===== src/rtl/cbc_pkg.sv =====
// Shared types for the CBC decryption sequencer.
package cbc_pkg;
    typedef enum logic [2:0] {
        ST_IDLE = 3'd0,
        ST_LOAD = 3'd1,
        ST_REQ  = 3'd2,
        ST_WB   = 3'd3,
        ST_FIN  = 3'd4
    } cbc_state_e;
endpackage


===== src/rtl/cbc_seq.sv =====
// Control sequencer: walks the blocks, issues buffer reads, the engine
// request and the write-back. Assumes the buffer returns read data one
// cycle after the read enable and WPB >= 2.
module cbc_seq
    import cbc_pkg::*;
#(
    parameter int NUM_BLOCKS = 75,
    parameter int WPB        = 4,
    localparam int AW        = $clog2(NUM_BLOCKS * WPB),
    localparam int IW        = $clog2(WPB)
) (
    input  logic          clk,
    input  logic          rst_n,
    input  logic          start_i,
    input  logic          core_ack_i,
    output logic          busy_o,
    output logic          done_o,
    output logic          core_rst_req_o,
    output logic          core_req_o,
    output logic          load_o,
    output logic          fire_o,
    output logic          cap_en_o,
    output logic [IW-1:0] cap_idx_o,
    output logic [IW-1:0] wr_idx_o,
    output logic [AW-1:0] buf_addr_o,
    output logic          buf_rd_en_o,
    output logic          buf_wr_en_o
);
    localparam int RW = $clog2(WPB + 1);
    localparam int BW = (NUM_BLOCKS > 1) ? $clog2(NUM_BLOCKS) : 1;

    cbc_state_e    state;
    logic [BW-1:0] blk;
    logic [RW-1:0] rcnt;
    logic [IW-1:0] wcnt;
    logic          pend;
    logic [IW-1:0] pidx;
    logic [AW-1:0] base;

    // Word address of word 0 of the current block.
    assign base = AW'(blk) * AW'(WPB);

    // Output decode from the current state and counters.
    always_comb begin
        busy_o         = (state != ST_IDLE);
        done_o         = (state == ST_FIN);
        core_rst_req_o = (state == ST_FIN);
        core_req_o     = (state == ST_REQ);
        load_o         = (state == ST_IDLE) && start_i;
        fire_o         = (state == ST_REQ) && core_ack_i;
        cap_en_o       = pend;
        cap_idx_o      = pidx;
        wr_idx_o       = wcnt;
        buf_rd_en_o    = (state == ST_LOAD) && (rcnt < RW'(WPB));
        buf_wr_en_o    = (state == ST_WB);
        if (state == ST_WB) buf_addr_o = base + AW'(wcnt);
        else                buf_addr_o = base + AW'(rcnt);
    end

    // State, block and word counters.
    always_ff @(posedge clk) begin
        if (!rst_n) begin
            state <= ST_IDLE;
            blk   <= '0;
            rcnt  <= '0;
            wcnt  <= '0;
            pend  <= 1'b0;
            pidx  <= '0;
        end else begin
            pend <= buf_rd_en_o;
            pidx <= rcnt[IW-1:0];
            case (state)
                ST_IDLE: if (start_i) begin
                    state <= ST_LOAD;
                    blk   <= '0;
                    rcnt  <= '0;
                end
                ST_LOAD: begin
                    if (buf_rd_en_o) rcnt <= rcnt + 1'b1;
                    if (pend && pidx == IW'(WPB - 1)) state <= ST_REQ;
                end
                ST_REQ: if (core_ack_i) begin
                    state <= ST_WB;
                    wcnt  <= '0;
                end
                ST_WB: begin
                    if (wcnt == IW'(WPB - 1)) begin
                        if (blk == BW'(NUM_BLOCKS - 1)) begin
                            state <= ST_FIN;
                        end else begin
                            blk   <= blk + 1'b1;
                            rcnt  <= '0;
                            state <= ST_LOAD;
                        end
                    end else begin
                        wcnt <= wcnt + 1'b1;
                    end
                end
                default: state <= ST_IDLE;
            endcase
        end
    end

    // start from idle makes the block busy next cycle.
    a_r2_busy_after_start: assert property (@(posedge clk) disable iff (!rst_n)
        (!busy_o && start_i) |=> busy_o);
    // a pending request is held until acknowledged.
    a_r6_req_hold: assert property (@(posedge clk) disable iff (!rst_n)
        (core_req_o && !core_ack_i) |=> core_req_o);
    // no buffer traffic while the engine holds the block.
    a_r6_no_bus_in_req: assert property (@(posedge clk) disable iff (!rst_n)
        core_req_o |-> !(buf_rd_en_o || buf_wr_en_o));
    // addresses stay inside the buffer.
    a_r5_addr_range: assert property (@(posedge clk) disable iff (!rst_n)
        (buf_rd_en_o || buf_wr_en_o) |-> (int'(buf_addr_o) < NUM_BLOCKS * WPB));
    // done lasts one cycle and busy then drops.
    a_r8_done_pulse: assert property (@(posedge clk) disable iff (!rst_n)
        done_o |=> (!done_o && !busy_o));
endmodule


===== src/rtl/cbc_chain_dp.sv =====
// Datapath: ciphertext capture, chaining register, plaintext XOR and
// key hold. Assumes controls come from cbc_seq, one strobe per event.
module cbc_chain_dp #(
    parameter int WORD_W = 32,
    parameter int WPB    = 4,
    parameter int KEY_W  = 256,
    localparam int BLK_W = WORD_W * WPB,
    localparam int IW    = $clog2(WPB)
) (
    input  logic              clk,
    input  logic              rst_n,
    input  logic              load_i,
    input  logic              fire_i,
    input  logic              cap_en_i,
    input  logic [IW-1:0]     cap_idx_i,
    input  logic [IW-1:0]     wr_idx_i,
    input  logic [BLK_W-1:0]  iv_i,
    input  logic [KEY_W-1:0]  key_i,
    input  logic [WORD_W-1:0] rdata_i,
    input  logic [BLK_W-1:0]  core_dout_i,
    output logic [BLK_W-1:0]  core_din_o,
    output logic [KEY_W-1:0]  core_key_o,
    output logic [WORD_W-1:0] wdata_o
);
    logic [WPB-1:0][WORD_W-1:0] ct;
    logic [WPB-1:0][WORD_W-1:0] chain;
    logic [WPB-1:0][WORD_W-1:0] pt;
    logic [KEY_W-1:0]           key_q;

    // Per-word ciphertext capture, chaining update and plaintext XOR.
    for (genvar w = 0; w < WPB; w++) begin : g_word
        // Capture ciphertext word w as it returns from the buffer.
        always_ff @(posedge clk) begin
            if (!rst_n)                              ct[w] <= '0;
            else if (cap_en_i && cap_idx_i == IW'(w)) ct[w] <= rdata_i;
        end
        // Chaining word w: IV at start, saved ciphertext after each block.
        always_ff @(posedge clk) begin
            if (!rst_n)      chain[w] <= '0;
            else if (load_i) chain[w] <= iv_i[w*WORD_W +: WORD_W];
            else if (fire_i) chain[w] <= ct[w];
        end
        // Plaintext word w from the engine result.
        always_ff @(posedge clk) begin
            if (!rst_n)      pt[w] <= '0;
            else if (fire_i) pt[w] <= core_dout_i[w*WORD_W +: WORD_W] ^ chain[w];
        end
    end

    // Key captured once per run.
    always_ff @(posedge clk) begin
        if (!rst_n)      key_q <= '0;
        else if (load_i) key_q <= key_i;
    end

    assign core_din_o = ct;
    assign core_key_o = key_q;
    assign wdata_o    = pt[wr_idx_i];

    // the chaining value moves only on start from idle or a result.
    a_r9_chain_hold: assert property (@(posedge clk) disable iff (!rst_n)
        (!load_i && !fire_i) |=> $stable(chain));
    // the key changes only when a run is started.
    a_r7_key_hold: assert property (@(posedge clk) disable iff (!rst_n)
        !load_i |=> $stable(core_key_o));
endmodule


===== src/rtl/cbc_decrypt_chain.sv =====
// Top: in-place CBC decryption of NUM_BLOCKS blocks around an external
// block-decrypt engine. Assumes a one-cycle-latency word buffer and an
// engine that raises ack for one cycle with its result.
module cbc_decrypt_chain #(
    parameter int NUM_BLOCKS = 75,
    parameter int WORD_W     = 32,
    parameter int WPB        = 4,
    parameter int KEY_W      = 256,
    localparam int BLK_W     = WORD_W * WPB,
    localparam int AW        = $clog2(NUM_BLOCKS * WPB)
) (
    input  logic              clk,
    input  logic              rst_n,
    input  logic              start_i,
    input  logic [BLK_W-1:0]  iv_i,
    input  logic [KEY_W-1:0]  key_i,
    output logic              busy_o,
    output logic              done_o,
    output logic [AW-1:0]     buf_addr_o,
    output logic              buf_rd_en_o,
    input  logic [WORD_W-1:0] buf_rdata_i,
    output logic              buf_wr_en_o,
    output logic [WORD_W-1:0] buf_wdata_o,
    output logic              core_req_o,
    output logic [BLK_W-1:0]  core_din_o,
    output logic [KEY_W-1:0]  core_key_o,
    input  logic              core_ack_i,
    input  logic [BLK_W-1:0]  core_dout_i,
    output logic              core_rst_req_o
);
    localparam int IW = $clog2(WPB);

    logic          load;
    logic          fire;
    logic          cap_en;
    logic [IW-1:0] cap_idx;
    logic [IW-1:0] wr_idx;

    cbc_seq #(.NUM_BLOCKS(NUM_BLOCKS), .WPB(WPB)) u_seq (
        .clk            (clk),
        .rst_n          (rst_n),
        .start_i        (start_i),
        .core_ack_i     (core_ack_i),
        .busy_o         (busy_o),
        .done_o         (done_o),
        .core_rst_req_o (core_rst_req_o),
        .core_req_o     (core_req_o),
        .load_o         (load),
        .fire_o         (fire),
        .cap_en_o       (cap_en),
        .cap_idx_o      (cap_idx),
        .wr_idx_o       (wr_idx),
        .buf_addr_o     (buf_addr_o),
        .buf_rd_en_o    (buf_rd_en_o),
        .buf_wr_en_o    (buf_wr_en_o)
    );

    cbc_chain_dp #(.WORD_W(WORD_W), .WPB(WPB), .KEY_W(KEY_W)) u_dp (
        .clk         (clk),
        .rst_n       (rst_n),
        .load_i      (load),
        .fire_i      (fire),
        .cap_en_i    (cap_en),
        .cap_idx_i   (cap_idx),
        .wr_idx_i    (wr_idx),
        .iv_i        (iv_i),
        .key_i       (key_i),
        .rdata_i     (buf_rdata_i),
        .core_dout_i (core_dout_i),
        .core_din_o  (core_din_o),
        .core_key_o  (core_key_o),
        .wdata_o     (buf_wdata_o)
    );

    // the block sent to the engine does not change while pending.
    a_r6_din_stable: assert property (@(posedge clk) disable iff (!rst_n)
        (core_req_o && !core_ack_i) |=> $stable(core_din_o));
    // the engine key is constant during a run.
    a_r7_key_stable: assert property (@(posedge clk) disable iff (!rst_n)
        busy_o |=> $stable(core_key_o));
    // the engine reset request appears only with completion.
    a_r8_rst_with_done: assert property (@(posedge clk) disable iff (!rst_n)
        core_rst_req_o |-> (done_o && busy_o));
endmodule


===== config.mk =====
export PLATFORM = sky130hd
export DESIGN_NAME = cbc_decrypt_chain
export DESIGN_NICKNAME = d
export VERILOG_FILES = /design/src/rtl/cbc_pkg.sv /design/src/rtl/cbc_seq.sv /design/src/rtl/cbc_chain_dp.sv /design/src/rtl/cbc_decrypt_chain.sv
export SDC_FILE = /design/constraint.sdc
export NUM_CORES = 1
export LEC_CHECK = 0
export ABC_AREA = 1
export CELL_PAD_IN_SITES_DETAIL_PLACEMENT = 1
export CELL_PAD_IN_SITES_GLOBAL_PLACEMENT = 1
export CORE_AREA = 5 5 381 383
export DETAILED_ROUTE_END_ITERATION = 8
export DIE_AREA = 0 0 386 388
export HOLD_SLACK_MARGIN = 0.15
export MAX_ROUTING_LAYER = met4
export PLACE_DENSITY = 0.53
export SLEW_MARGIN = 20
export SYNTH_ARGS = -nofsm -noshare
export SYNTH_HDL_FRONTEND = slang
export SYNTH_SLANG_ARGS = --single-unit

===== constraint.sdc =====
create_clock -name clk -period 1.7 [get_ports clk]
set_input_delay 0.34 -clock clk [delete_from_list [all_inputs] [get_ports clk]]
set_output_delay 0.34 -clock clk [all_outputs]
set_load 0.05 [all_outputs]

# Yosys cells after proc, flatten, opt, wreduce, memory -nomap -nowiden
# Index checks and enable logic that the tools add are counted.
# totals
reg_bits	658
latchBits	0
mem_bits_rw	0
mem_bits_ro	0
inputBits	548
out_inout_bits	431
word_cells	93
mem_count	0
# classes
addsub	5
mul	0
n_div	0
magnitude_cmp	2
n_eq_ne	16
shift	0
muxes	29
bitwise	4
reduce_logical	18
# op_table
operator	count
$mux W32	9
$xor A32 B32 Y32	4
$bmux W32 S2	1
$mux W3	9
$mux W7	3
$pmux W7 S2	1
$pmux W3 S4	1
$add A9 B2 Y9	1
$add A9 B3 Y9	1
$mux W9	1
$pmux W3 S3	1
$ne A2 B2 Y1 const B	4
$reduce_and A4 Y1	2
$add A7 B1 Y7 const B	1
$eq A7 B7 Y1 const B	1
$logic_and A1 B1 Y1	7
$eq A2 B2 Y1 const B	3
$eq A3 B2 Y1 const B	2
$ne A2 B1 Y1 const B	3
$reduce_bool A2 Y1	3
$reduce_bool A3 Y1	2
$reduce_and A5 Y1	1
$mux W2	2
$pmux W2 S2	1
other kinds (10)	10

# Logic depth before layout (Yosys ltp)
# depth
depth_word	4
depth_mapped	11
depth_no_buf	11

# Cells and area by module
# A second synthesis with hierarchy kept.
# unflattened
hier_cells	4256
hier_area_um2	28833.9
# by_module_without_submodules
module	instances	cells_per_inst	area_each_um2	seq_area_each_um2
cbc_chain_dp	1	4071	27657.8	12812.3
cbc_seq	1	185	1176.1	360.3

# Worst setup path after synthesis
# OpenSTA, ideal clock, no wires.
# synth_path
kind	register to output
from	reg u_seq.state[2]
to	out done_o
arrival_time_ns	1.902
t_required_ns	1.360
slack_ns	-0.542
path_stages_with_launch	4
path_buffers	1
path_cell_list	dfxtp_1 inv_2 nor3_1 buf_4
# synth_between
elab_chain_cells	1
# synth_lines
element	line_no	rtl
start, declared	cbc_seq.sv:32	cbc_state_e state;
start signal, assigned	cbc_seq.sv:63	state <= ST_IDLE;
start signal, assigned	cbc_seq.sv:74	state <= ST_LOAD;
start signal, assigned	cbc_seq.sv:80	if (pend && pidx == IW'(WPB - 1)) state <= ST_REQ;
$eq A3 B3 Y1	-	
end, declared	cbc_decrypt_chain.sv:18	output logic done_o,
# Every way passes these cells.

# Worst setup path in the final report
# layout_path
from	reg u_seq.wcnt[0] (netlist: u_seq.wr_idx_o[0])
to	out buf_wdata_o[25]
# layout_between
elab_chain_cells	2
# layout_lines
element	line_no	rtl
start, declared	cbc_seq.sv:35	logic [IW-1:0] wcnt;
start signal, assigned	cbc_seq.sv:96	wcnt <= wcnt + 1'b1;
$bmux W32 S2	cbc_chain_dp.sv:58	assign wdata_o = pt[wr_idx_i];
$mux W32 (implied by the code)	cbc_chain_dp.sv:58	
end, declared	cbc_decrypt_chain.sv:23	output logic [WORD_W-1:0] buf_wdata_o,
# Every way passes these cells. The select of a mux whose other input is x is not followed.

==> qor.yml <==
drive_above_1_share_pct: 31.29
worst-path-max-fanout: 19
cp-end-kind: "output port"
cts_made_buffers: 87
min_period_over_period_pct: 142.0
final-setup-viol-count: 574
drv_slew: 0
top_level_ports: 979
relSlewSlack_pct: 63.24
regToRegStartpoint: "u_seq.state[1]$_SDFFE_PN0P_"
setup_tns_ps: -190590
leakage_nw: 19.32
postSynthAreaPerCell_um2: 7.965
drc: 0
drt_iter0_drc: 1844
synth_top_family_by_area: "compound AO/OA/AOI/OAI gates"
cap_violations: 0
antenna_found_initial: 58
grt_pass1_vias: 29630
cp.arrival_ps: 2070
clkTransAtPathRegs_ps: 60
ir_worst_vdd_mv: 0.8002
clk_latency_ps: 710
synth_nets: 3856
status: "finished, violations left"
synth-simple-area-share_pct: 16.36
grt_overflow: 0
dr_total_vias: 29490
hp-class: "in2reg"
portBuffers: 978
synth_cell_types: 30
synth_compound_area_share_pct: 22.96
place_hpwl_um: 131400
gp_congestion: 0.8733
min_from: "key_i[145]"
hold_viol: 0
post-route-min-period_ps: 2414
clock_path_buffers: 3
finalPower_mw: 75.52
fp.dieArea_um2: 149800
wl_per_cell_um: 26.95
crit_start: "u_seq.wr_idx_o[0]$_SDFFE_PN0P_"
fmax_mhz: 414.3
drt-pass1-iter-count: 5
synth_adder_area_share_pct: 0.2855
detail-route-antenna-nets: 0
grt_pass1_wl_um: 231300
pre_cts_slack_ps: -564.5
start_util_pct: 18.64
wl_um: 180000
finClkSkew_ps: 28.97
fin_nets: 5245
yosysSeqAreaShare_pct: 50.09
fillers: 16150
crit_type: "reg2out"
syn_inst: 3302
synth_xor_area_share_pct: 4.463
synth_seq_cells: 658
rows: 138
clock_sinks: 658
rsz0062_at_grt: "yes"
seq_area_um2: 13220
coreArea_um2: 141100
grt_max_degree: 62
powerDensity_nw_per_um2: 1521
cts_tree: "yes"
root_buffer: "clkbuf_16"
required_ps: 1360
synthMuxAreaShare_pct: 0
layout_setup_ws_ps: -714.0
multi_input_area_um2: 13730
grt_usage_pct: 22.33
worst_pin_slew_ps: 549.7
failed_checks: "negative setup slack"
die_y_um: 388
cts-htree-levels: 3
cp-start-kind: "flop"
ys.warnings.count: 0
syn_area_um2: 26300
areaGrowthSynthToFinish_pct: 88.82
die_x_um: 386
drt-vias-per-instance: 4.416
==> cell usage after synthesis <==
cell type	instances	area [um2]
buf_4	20	150.1
nor2_4	1	11.26
dfxtp_1	658	13170
a21oi_1	460	2302
inv_1	64	240.2
o21ai_0	395	1977
or2_2	1	6.260
nor2_1	436	1637
clkbuf_1	140	525.5
clkinv_1	1	3.750
a211oi_2	90	1126
o22ai_1	32	200.2
nand2_2	1	6.260
o31ai_1	1	7.510
xor2_1	5	43.79
nor2_2	2	12.51
buf_1	1	3.750
nand4_1	7	43.79
ha_1	6	75.07
inv_2	4	15.01
nor3_1	2	10.01
a211oi_1	38	285.3
inv_4	1	6.260
nand3_2	3	30.03
buf_2	89	445.4
o21ai_1	28	140.1
buf_6	13	146.4
nand3_1	13	65.06
xnor2_1	129	1130
nand2_1	661	2481
==> layer usage <==
layer	GRT usage [%]	share of wire (%)	wire [um]
met5	-	0	0
met4	5.448	2.3	4122
met3	6.276	7.9	14290
met2	34.98	46	83270
met1	28.45	43	78280
==> state kept, by name (all words and copies together), names as in the netlist <==
name             count
u_seq.state          3
u_dp.core_din_o    128
u_seq.cap_en_o       1
u_seq.blk            7
u_dp.pt            128
u_seq.rcnt           3
u_dp.chain         128
u_dp.core_key_o    256
u_seq.cap_idx_o      2
u_seq.wr_idx_o       2
==> critical path: stages (launching register included) <==
cell and delay, ps:
dfxtp_4 430, clkinv_4 70, buf_12 160, buf_16 170, o21ai_2 140, buf_4 140, o22ai_4 60, buf_8 160
==> layout make-up <==
cell class,count,area share [%]
antenna,29,0.1461
timing repair buffer,1561,34.31
timing repair inverter,1,0.02268
sequential,658,26.62
clock inverter,26,0.5795
inverter,70,0.6627
clock buffer,130,5.236
multi-input combinational,2312,27.66
tap,1890,4.762
==> path summary, 6_finish.rpt <==
path                                             to  slack (ps)  cells past startpoint
setup reg to reg           u_dp.pt[26]$_SDFFE_PN0P_        -540                     14
hold reg to reg       u_seq.cap_idx_o[1]$_SDFF_PN0_         450                      2
setup / recovery                    buf_wdata_o[25]        -710                      7
hold / removal    u_dp.core_key_o[145]$_SDFFE_PN0P_         200                      3
==> per-stage QoR <==
stage	instances	utilization (%)	instance area, um2	hold slack, ps
after floorplan	3302	-	26870	423.8
after global routing	6672	35.19	49650	166.0
after CTS	6553	32.92	46440	150.1
after global placement	6199	28.75	40550	450.4
final	6677	35.20	49660	201.0
after detailed placement	6199	28.75	40550	450.3
==> layout by cell type, fill, tap and decap left out, types with 18 or more instances in the layout <==
cell type,n
nand2_1,648
dfxtp_1,639
buf_4,550
clkdlybuf4s50_1,546
a21oi_1,405
nor2_1,375
o21ai_0,172
buf_12,149
dlygate4sd3_1,145
o21ai_2,136
xnor2_1,128
clkbuf_16,121
a211oi_2,99
o21ai_1,87
buf_8,59
inv_1,55
buf_6,51
a21oi_2,49
nor2_2,39
o22ai_4,32
diode_2,29
o21ai_4,28
a211oi_1,28
clkbuf_8,26
nor2_4,25
buf_16,24
clkbuf_1,18
==> power by group <==
part | internal, mW | leakage [nW] | switching (mW)
registers | 18.4 | 5.39 | 2.52
logic | 14.7 | 12.5 | 21.0
clock network | 11.0 | 1.42 | 7.94
==> logic make-up (layout without fill, tap and decap cells) <==
family | Yosys count | after routing
buffers and inverters | 333 | 1788
AND/OR/NAND/NOR | 1127 | 1128
XOR/XNOR | 134 | 134
flip-flops | 658 | 658
other | 0 | 29
adder cells (fa/ha/maj) | 6 | 6
AO/OA/AOI/OAI | 1044 | 1044
==> timing repair <==
action                                  CTS  global route
gates resized for setup                 252           609
pin swaps                                12            72
gates cloned                             16            45
setup buffers                            39            57
hold endpoints to repair                151             0
endpoints found under the setup margin  189           621
hold buffers                            145             0
No activity file was read; power rests on OpenSTA's default activity.
